<file path="src/rtl/tamp_pkg.sv">
package tamp_pkg;
  localparam int FILT_W = 2;

  typedef enum logic [FILT_W-1:0] {
    FILT_EDGE = 2'd0,
    FILT_RUN2 = 2'd1,
    FILT_RUN4 = 2'd2,
    FILT_RUN8 = 2'd3
  } filt_mode_e;
endpackage

</file>
<file path="src/rtl/tamp_sync.sv">
module tamp_sync #(
  parameter int W      = 2,
  parameter int STAGES = 2
) (
  input  logic         clk,
  input  logic         rst,
  input  logic [W-1:0] d_i,
  output logic [W-1:0] q_o
);
  logic [W-1:0] st_q [STAGES];

  always_ff @(posedge clk) begin
    if (rst) begin
      for (int i = 0; i < STAGES; i++) st_q[i] <= '0;
    end else begin
      st_q[0] <= d_i;
      for (int i = 1; i < STAGES; i++) st_q[i] <= st_q[i-1];
    end
  end

  assign q_o = st_q[STAGES-1];
endmodule

</file>
<file path="src/rtl/tamp_timebase.sv">
module tamp_timebase #(
  parameter int DIV_LOG2 = 15,
  parameter int RATE_W   = 3,
  parameter int PRE_W    = 2
) (
  input  logic              clk,
  input  logic              rst,
  input  logic [RATE_W-1:0] rate_code_i,
  input  logic [PRE_W-1:0]  pre_code_i,
  input  logic              pc_allow_i,
  output logic              sample_tick_o,
  output logic              precharge_o
);
  localparam int EXT_W = DIV_LOG2 + 1;

  logic [DIV_LOG2-1:0] cnt_q, cnt_nx, period_mask;
  logic [EXT_W-1:0]    span, low_nx_ext, mask_ext;
  logic                win_nx, pc_q;

  // period = mask + 1 = 2^(DIV_LOG2 - rate)
  assign period_mask = {DIV_LOG2{1'b1}} >> rate_code_i;
  assign cnt_nx      = cnt_q + DIV_LOG2'(1);
  assign span        = EXT_W'(1) << pre_code_i;
  assign low_nx_ext  = {1'b0, cnt_nx & period_mask};
  assign mask_ext    = {1'b0, period_mask};
  // window: last 'span' cycles of each period, ending on the sample cycle
  assign win_nx      = (low_nx_ext + span) > mask_ext;

  always_ff @(posedge clk) begin
    if (rst) begin
      cnt_q <= '0;
      pc_q  <= 1'b0;
    end else begin
      cnt_q <= cnt_nx;
      pc_q  <= pc_allow_i & win_nx;
    end
  end

  assign sample_tick_o = (cnt_q & period_mask) == period_mask;
  assign precharge_o   = pc_q;
endmodule

</file>
<file path="src/rtl/tamp_chan.sv">
module tamp_chan #(
  parameter int CNT_W = 4
) (
  input  logic             clk,
  input  logic             rst,
  input  logic             s_i,
  input  logic             en_i,
  input  logic             pol_i,
  input  logic             level_i,
  input  logic [CNT_W-1:0] thr_i,
  input  logic             tick_i,
  output logic             ev_o
);
  logic             s_d;
  logic [CNT_W-1:0] run_q, run_nx;
  logic             active, at_last, edge_ev, lvl_ev;

  assign active  = (s_i == pol_i);
  assign at_last = (run_q == thr_i - CNT_W'(1));

  always_comb begin
    run_nx = run_q;
    if (!en_i || !level_i) begin
      run_nx = '0;
    end else if (tick_i) begin
      if (!active)             run_nx = '0;
      else if (run_q != thr_i) run_nx = run_q + CNT_W'(1);
    end
  end

  always_ff @(posedge clk) begin
    if (rst) begin
      s_d   <= 1'b0;
      run_q <= '0;
    end else begin
      s_d   <= s_i;
      run_q <= run_nx;
    end
  end

  assign edge_ev = en_i & ~level_i & (pol_i ? (s_d & ~s_i) : (s_i & ~s_d));
  assign lvl_ev  = en_i & level_i & tick_i & active & at_last;
  assign ev_o    = edge_ev | lvl_ev;
endmodule

</file>
<file path="src/rtl/tamper_detect.sv">
module tamper_detect
  import tamp_pkg::*;
#(
  parameter int NUM_CH   = 2,
  parameter int DIV_LOG2 = 15,
  parameter int RATE_W   = 3,
  parameter int PRE_W    = 2,
  parameter int SYNC_N   = 2
) (
  input  logic              clk,
  input  logic              rst,
  input  logic [NUM_CH-1:0] pin_i,
  input  logic [NUM_CH-1:0] chan_en_i,
  input  logic [NUM_CH-1:0] polarity_i,
  input  logic [FILT_W-1:0] filter_code_i,
  input  logic [RATE_W-1:0] rate_code_i,
  input  logic [PRE_W-1:0]  precharge_code_i,
  input  logic              pullup_dis_i,
  input  logic              int_en_i,
  input  logic              ts_en_i,
  input  logic [NUM_CH-1:0] flag_clr_i,
  output logic [NUM_CH-1:0] flag_o,
  output logic              irq_o,
  output logic              ts_req_o,
  output logic              precharge_o
);
  localparam int MAX_THR = 1 << ((1 << FILT_W) - 1);
  localparam int CNT_W   = $clog2(MAX_THR + 1);

  filt_mode_e        mode;
  logic              level_mode, tick, pc_allow;
  logic [CNT_W-1:0]  thr;
  logic [NUM_CH-1:0] pin_s, ev, flag_q, flag_nx;
  logic              irq_q, ts_q;

  assign mode       = filt_mode_e'(filter_code_i);
  assign level_mode = (mode != FILT_EDGE);
  assign thr        = CNT_W'(1) << filter_code_i;
  assign pc_allow   = level_mode & ~pullup_dis_i & (|chan_en_i);

  tamp_sync #(.W(NUM_CH), .STAGES(SYNC_N)) u_sync (
    .clk (clk), .rst (rst), .d_i (pin_i), .q_o (pin_s)
  );

  tamp_timebase #(.DIV_LOG2(DIV_LOG2), .RATE_W(RATE_W), .PRE_W(PRE_W)) u_tb (
    .clk           (clk),
    .rst           (rst),
    .rate_code_i   (rate_code_i),
    .pre_code_i    (precharge_code_i),
    .pc_allow_i    (pc_allow),
    .sample_tick_o (tick),
    .precharge_o   (precharge_o)
  );

  for (genvar g = 0; g < NUM_CH; g++) begin : g_ch
    tamp_chan #(.CNT_W(CNT_W)) u_ch (
      .clk     (clk),
      .rst     (rst),
      .s_i     (pin_s[g]),
      .en_i    (chan_en_i[g]),
      .pol_i   (polarity_i[g]),
      .level_i (level_mode),
      .thr_i   (thr),
      .tick_i  (tick),
      .ev_o    (ev[g])
    );
  end

  // a new event wins over a clear in the same cycle
  assign flag_nx = (flag_q & ~flag_clr_i) | ev;

  always_ff @(posedge clk) begin
    if (rst) begin
      flag_q <= '0;
      irq_q  <= 1'b0;
      ts_q   <= 1'b0;
    end else begin
      flag_q <= flag_nx;
      irq_q  <= int_en_i & (|flag_nx);
      ts_q   <= ts_en_i & (|ev);
    end
  end

  assign flag_o   = flag_q;
  assign irq_o    = irq_q;
  assign ts_req_o = ts_q;
endmodule

</file>
<file path="config.mk">
export PLATFORM = sky130hd
export DESIGN_NAME = tamper_detect
export DESIGN_NICKNAME = d
export VERILOG_FILES = /design/src/rtl/tamp_pkg.sv /design/src/rtl/tamp_sync.sv /design/src/rtl/tamp_timebase.sv /design/src/rtl/tamp_chan.sv /design/src/rtl/tamper_detect.sv
export SDC_FILE = /design/constraint.sdc
export NUM_CORES = 1
export LEC_CHECK = 0
export ABC_CLOCK_PERIOD_IN_PS = 3650
export CORE_MARGIN = 8
export CORE_UTILIZATION = 52
export DETAILED_ROUTE_END_ITERATION = 7
export PLACE_DENSITY = 0.87
export SYNTH_ARGS = -nofsm -noshare
export SYNTH_HDL_FRONTEND = slang
export SYNTH_HIERARCHICAL = 1
export SYNTH_SLANG_ARGS = --single-unit
</file>
<file path="constraint.sdc">
create_clock -name clk -period 3.65 [get_ports clk]
set_clock_uncertainty 0.1 [all_clocks]
set_input_delay 0.73 -clock clk [delete_from_list [all_inputs] [get_ports clk]]
set_output_delay 0.73 -clock clk [all_outputs]
set_load 0.005 [all_outputs]
</file>
==> reports/results.ini, run 1 <==
[clock_network]
path_clk_slew_ps = 80
cts_tree = built
cts-buffers-inserted = 5
clock_sinks = 34
htreeDepth = 2
root_buffer = clkbuf_8
clock_latency_ps = 290
clk_path_buf_depth = 2

[hold_path]
whs_endpoint = u_sync/st_q[0][2]$_SDFF_PP0_
hold_depth = 1
min_from = u_sync/st_q[0][0]$_SDFF_PP0_
hold_path_class = reg2reg

[power_and_ir_drop]
ir_worst_vdd_mv = 0.188
cellLeakagePower_nw = 1.48
p_per_area_nw_per_um2 = 259

[global_routing]
grt_max_degree = 18
grt_pass1_vias = 2388
grt_pass1_wl_mm = 11.1
overflow = 0
grt_util_all_layers_pct = 18.2
antenna_found_initial = 0

[critical_path]
timing.rr.start = u_tb/cnt_q[0]$_SDFF_PP0_
crit_top_cell = buf_4
slowest_delay_ps = 390
r2r_slack_ps = 50
cp-end-kind = flop
crit_type = in2reg
reg2reg_to = u_tb/precharge_o$_SDFF_PP0_
path_delay_family = simple AND/OR/NAND/NOR gates
r2r_cells = 16
worstPathCellList = buf_6, buf_4, nand2b_4, fa_2, nor2b_4, o21ai_1, nand2b_1, nand4_1, buf_4, nor4_4, xor2_1, ha_1, and2_4, a221o_1, a21oi_2, a41o_1, a21oi_1
crit_slowest_cell = fa_2
crit_fanout = 3
cp_num_buf_inv = 3
worstPathRequired_ps = 3740
worstPathArrival_ps = 3710
startpoint_type = primary input

[yosys]
synth_cells = 300
syn_nets = 337
async_reset_ff_share_pct = 0
ys.flop_type = dfxtp_1
synth-simple-area-share_pct = 32.7
yosysWarningCount = 6
muxShareOfSynthArea_pct = 4.26
ys_ff_latch = 34
synth_top_family_by_area = simple AND/OR/NAND/NOR gates
avgSynthCellArea_um2 = 8.92
yosysSeqAreaShare_pct = 25.4
synth-compound-area-share_pct = 12.2
yosysUniqueCellTypes = 61
synth_xor_area_share_pct = 13.4
syn_area_um2 = 2680
synth_fa_ha_area_share_pct = 8.23
synth_enable_flop_cells = 0

[route]
avgRoutedWirePerCell_um = 16.6
vias = 2472
antenna_left = 0
wirelength_mm = 7.19
drc = 0
viasPerCell = 5.72
drtIter0Drc = 265
first_pass_iters = 4

[floorplan]
design.core.area_um2 = 5040
die_x_um = 87.7
row_count = 26
die_h_um = 87.7
initial_utilization_pct = 53.1
dieArea_um2 = 7700
io_pins = 25

[sta]
fin_tns_setup_ps = 0
postLayoutSetupSlackWorst_ps = 33.2
fmax_mhz = 276
finalMaxSlewViolations = 0
relSlewSlack_pct = 54.0
worst_pin_slew_ps = 688
setup_viol = 0
fin_crit_sh_pct = 99.1
post-route-min-period_ps = 3620
hold_viol = 0
rsz0062_at_grt = true

[layout]
multi_input_area_um2 = 2060
num_antenna_cells = 0
drive_gt1_share_pct = 30.1
seqCellArea_um2 = 684
area_growth_pct = 31.7
fillerInstances = 333
final_nets = 398

[placed_design]
dp_hpwl_mm = 4.78
dp_slack_ps = -594
io_buffer_count = 24
gp_congestion = 0.915

[status]
status = finished, final reports clean

[job]
maxCapViolations = 0

[final cells by class]
cell class,count,area share [%]
inverters,16,1.71
clock buffers,5,1.95
flip-flops and latches,34,19.4
clock inverters,3,1.28
multi-input cells,244,58.4
well taps,70,2.49
repair buffers,60,14.8
[synthesized netlist by cell type (all sizes together), types with 8 or more instances]
| library cell | instances | area (um2) |
|---|---|---|
| nand2b | 15 | 101 |
| nand2 | 23 | 86.3 |
| o21ai | 10 | 50.1 |
| xor2 | 18 | 180 |
| mux2i | 11 | 114 |
| xnor2 | 17 | 179 |
| nand4 | 10 | 98.8 |
| nor2b | 14 | 87.6 |
| ha | 16 | 200 |
| nor3 | 8 | 50.1 |
| dfxtp | 34 | 681 |
| inv | 16 | 60.1 |
| a21oi | 14 | 70.1 |
| nor2 | 28 | 108 |
[worst max-delay path by stage]
| stage | startpoint | endpoint | slack, ps | cells past startpoint |
|---|---|---|---|---|
| 2_1_floorplan | precharge_code_i[1] | u_tb/precharge_o$_SDFF_PP0_ | 5 | 16 |
| 3_5_place_dp | precharge_code_i[1] | u_tb/precharge_o$_SDFF_PP0_ | -590 | 16 |
| 3_3_place_gp | precharge_code_i[1] | u_tb/precharge_o$_SDFF_PP0_ | -460 | 17 |
| 6_report | precharge_code_i[1] | u_tb/precharge_o$_SDFF_PP0_ | 30 | 17 |
| 5_1_grt | precharge_code_i[0] | u_tb/precharge_o$_SDFF_PP0_ | -140 | 17 |
| 4_1_cts | rate_code_i[0] | u_tb/precharge_o$_SDFF_PP0_ | 0.9 | 13 |
[worst register-to-register path, stage by stage (launching register included)]
cell	delay, ps
dfxtp_2	350
ha_2	350
inv_2	60
fa_2	420
nor2b_4	130
o21ai_1	60
nand2b_1	110
nand4_1	200
buf_4	220
nor4_4	230
xor2_1	190
ha_1	260
and2_4	150
a221o_1	340
a21oi_2	140
a41o_1	120
a21oi_1	60
[cells in the final DEF, fill, tap and decap left out, types with 3 or more instances in the layout]
cell	count
ha_1	13
inv_1	13
a211oi_1	3
dfxtp_2	3
o21ai_0	4
nand2_1	21
nor3_1	6
nor4_4	4
nand3_1	6
o21ai_1	6
buf_4	36
dlymetal6s2s_1	3
nor2_1	24
a21oi_1	12
nand2b_1	13
xnor2_2	5
and3_1	3
nor2b_1	12
xor2_1	14
mux2i_1	9
xnor2_1	12
clkbuf_8	5
clkdlybuf4s50_1	19
dfxtp_1	31
nand4_1	7
xor2_2	4
nand3b_1	4
inv_2	3
[flip-flops by register name (all words and copies together) (netlist names)]
name / cells
flag_o: 2
g_ch.u_ch/run_q: 8
g_ch.u_ch/s_d: 2
irq_o: 1
ts_req_o: 1
u_sync/st_q: 4
u_tb/cnt_q: 15
u_tb/precharge_o: 1
[stage by stage]
step	instances	utilization, %	hold WS (ps)	cell area [um2]	total power [mW]
floorplan	300	-	314	2680	0.474
global placement	416	63.1	319	3180	0.531
detailed placement	416	63.1	330	3180	0.538
CTS	428	67.2	349	3390	0.895
global route	432	69.9	379	3520	0.944
finish	432	69.9	342	3520	0.913
[per-layer routing]
metal  vias to the layer above  wire, um  track usage [%]
li1                       1177         -                -
met1                      1187      3070             21.3
met3                        21       351             3.47
met4                         0       218             7.81
met2                        87      3550             31.6
met5                         -         0                0
[kinds of logic (layout without fill, tap and decap cells)]
family,after synthesis,count (layout)
compound gates,46,46
xor+xnor,35,35
fa+ha+maj,17,17
buf+inv,22,84
flops,34,34
mux,11,11
simple gates,135,135
[where the power goes]
group / internal (mW) / total (mW) / switching, mW
clock network: 0.203 / 0.356 / 0.153
registers: 0.377 / 0.383 / 0.00582
logic: 0.0896 / 0.175 / 0.0849
total: 0.670 / 0.913 / 0.243
[what timing repair did]
item,4_1_cts,5_1_grt
hold buffers,0,0
buffers inserted,4,4
pin swaps,13,28
resized for setup,24,27
endpoints found under the setup margin,1,1
Power figures use the tool's default switching activity.
==> inputs of run 2 (changes only) <==
Settings changed: SLEW_MARGIN set to 20.
==> results of run 2 <==
Same layout as run 1: the final DEF is identical, and so are final timing and power.
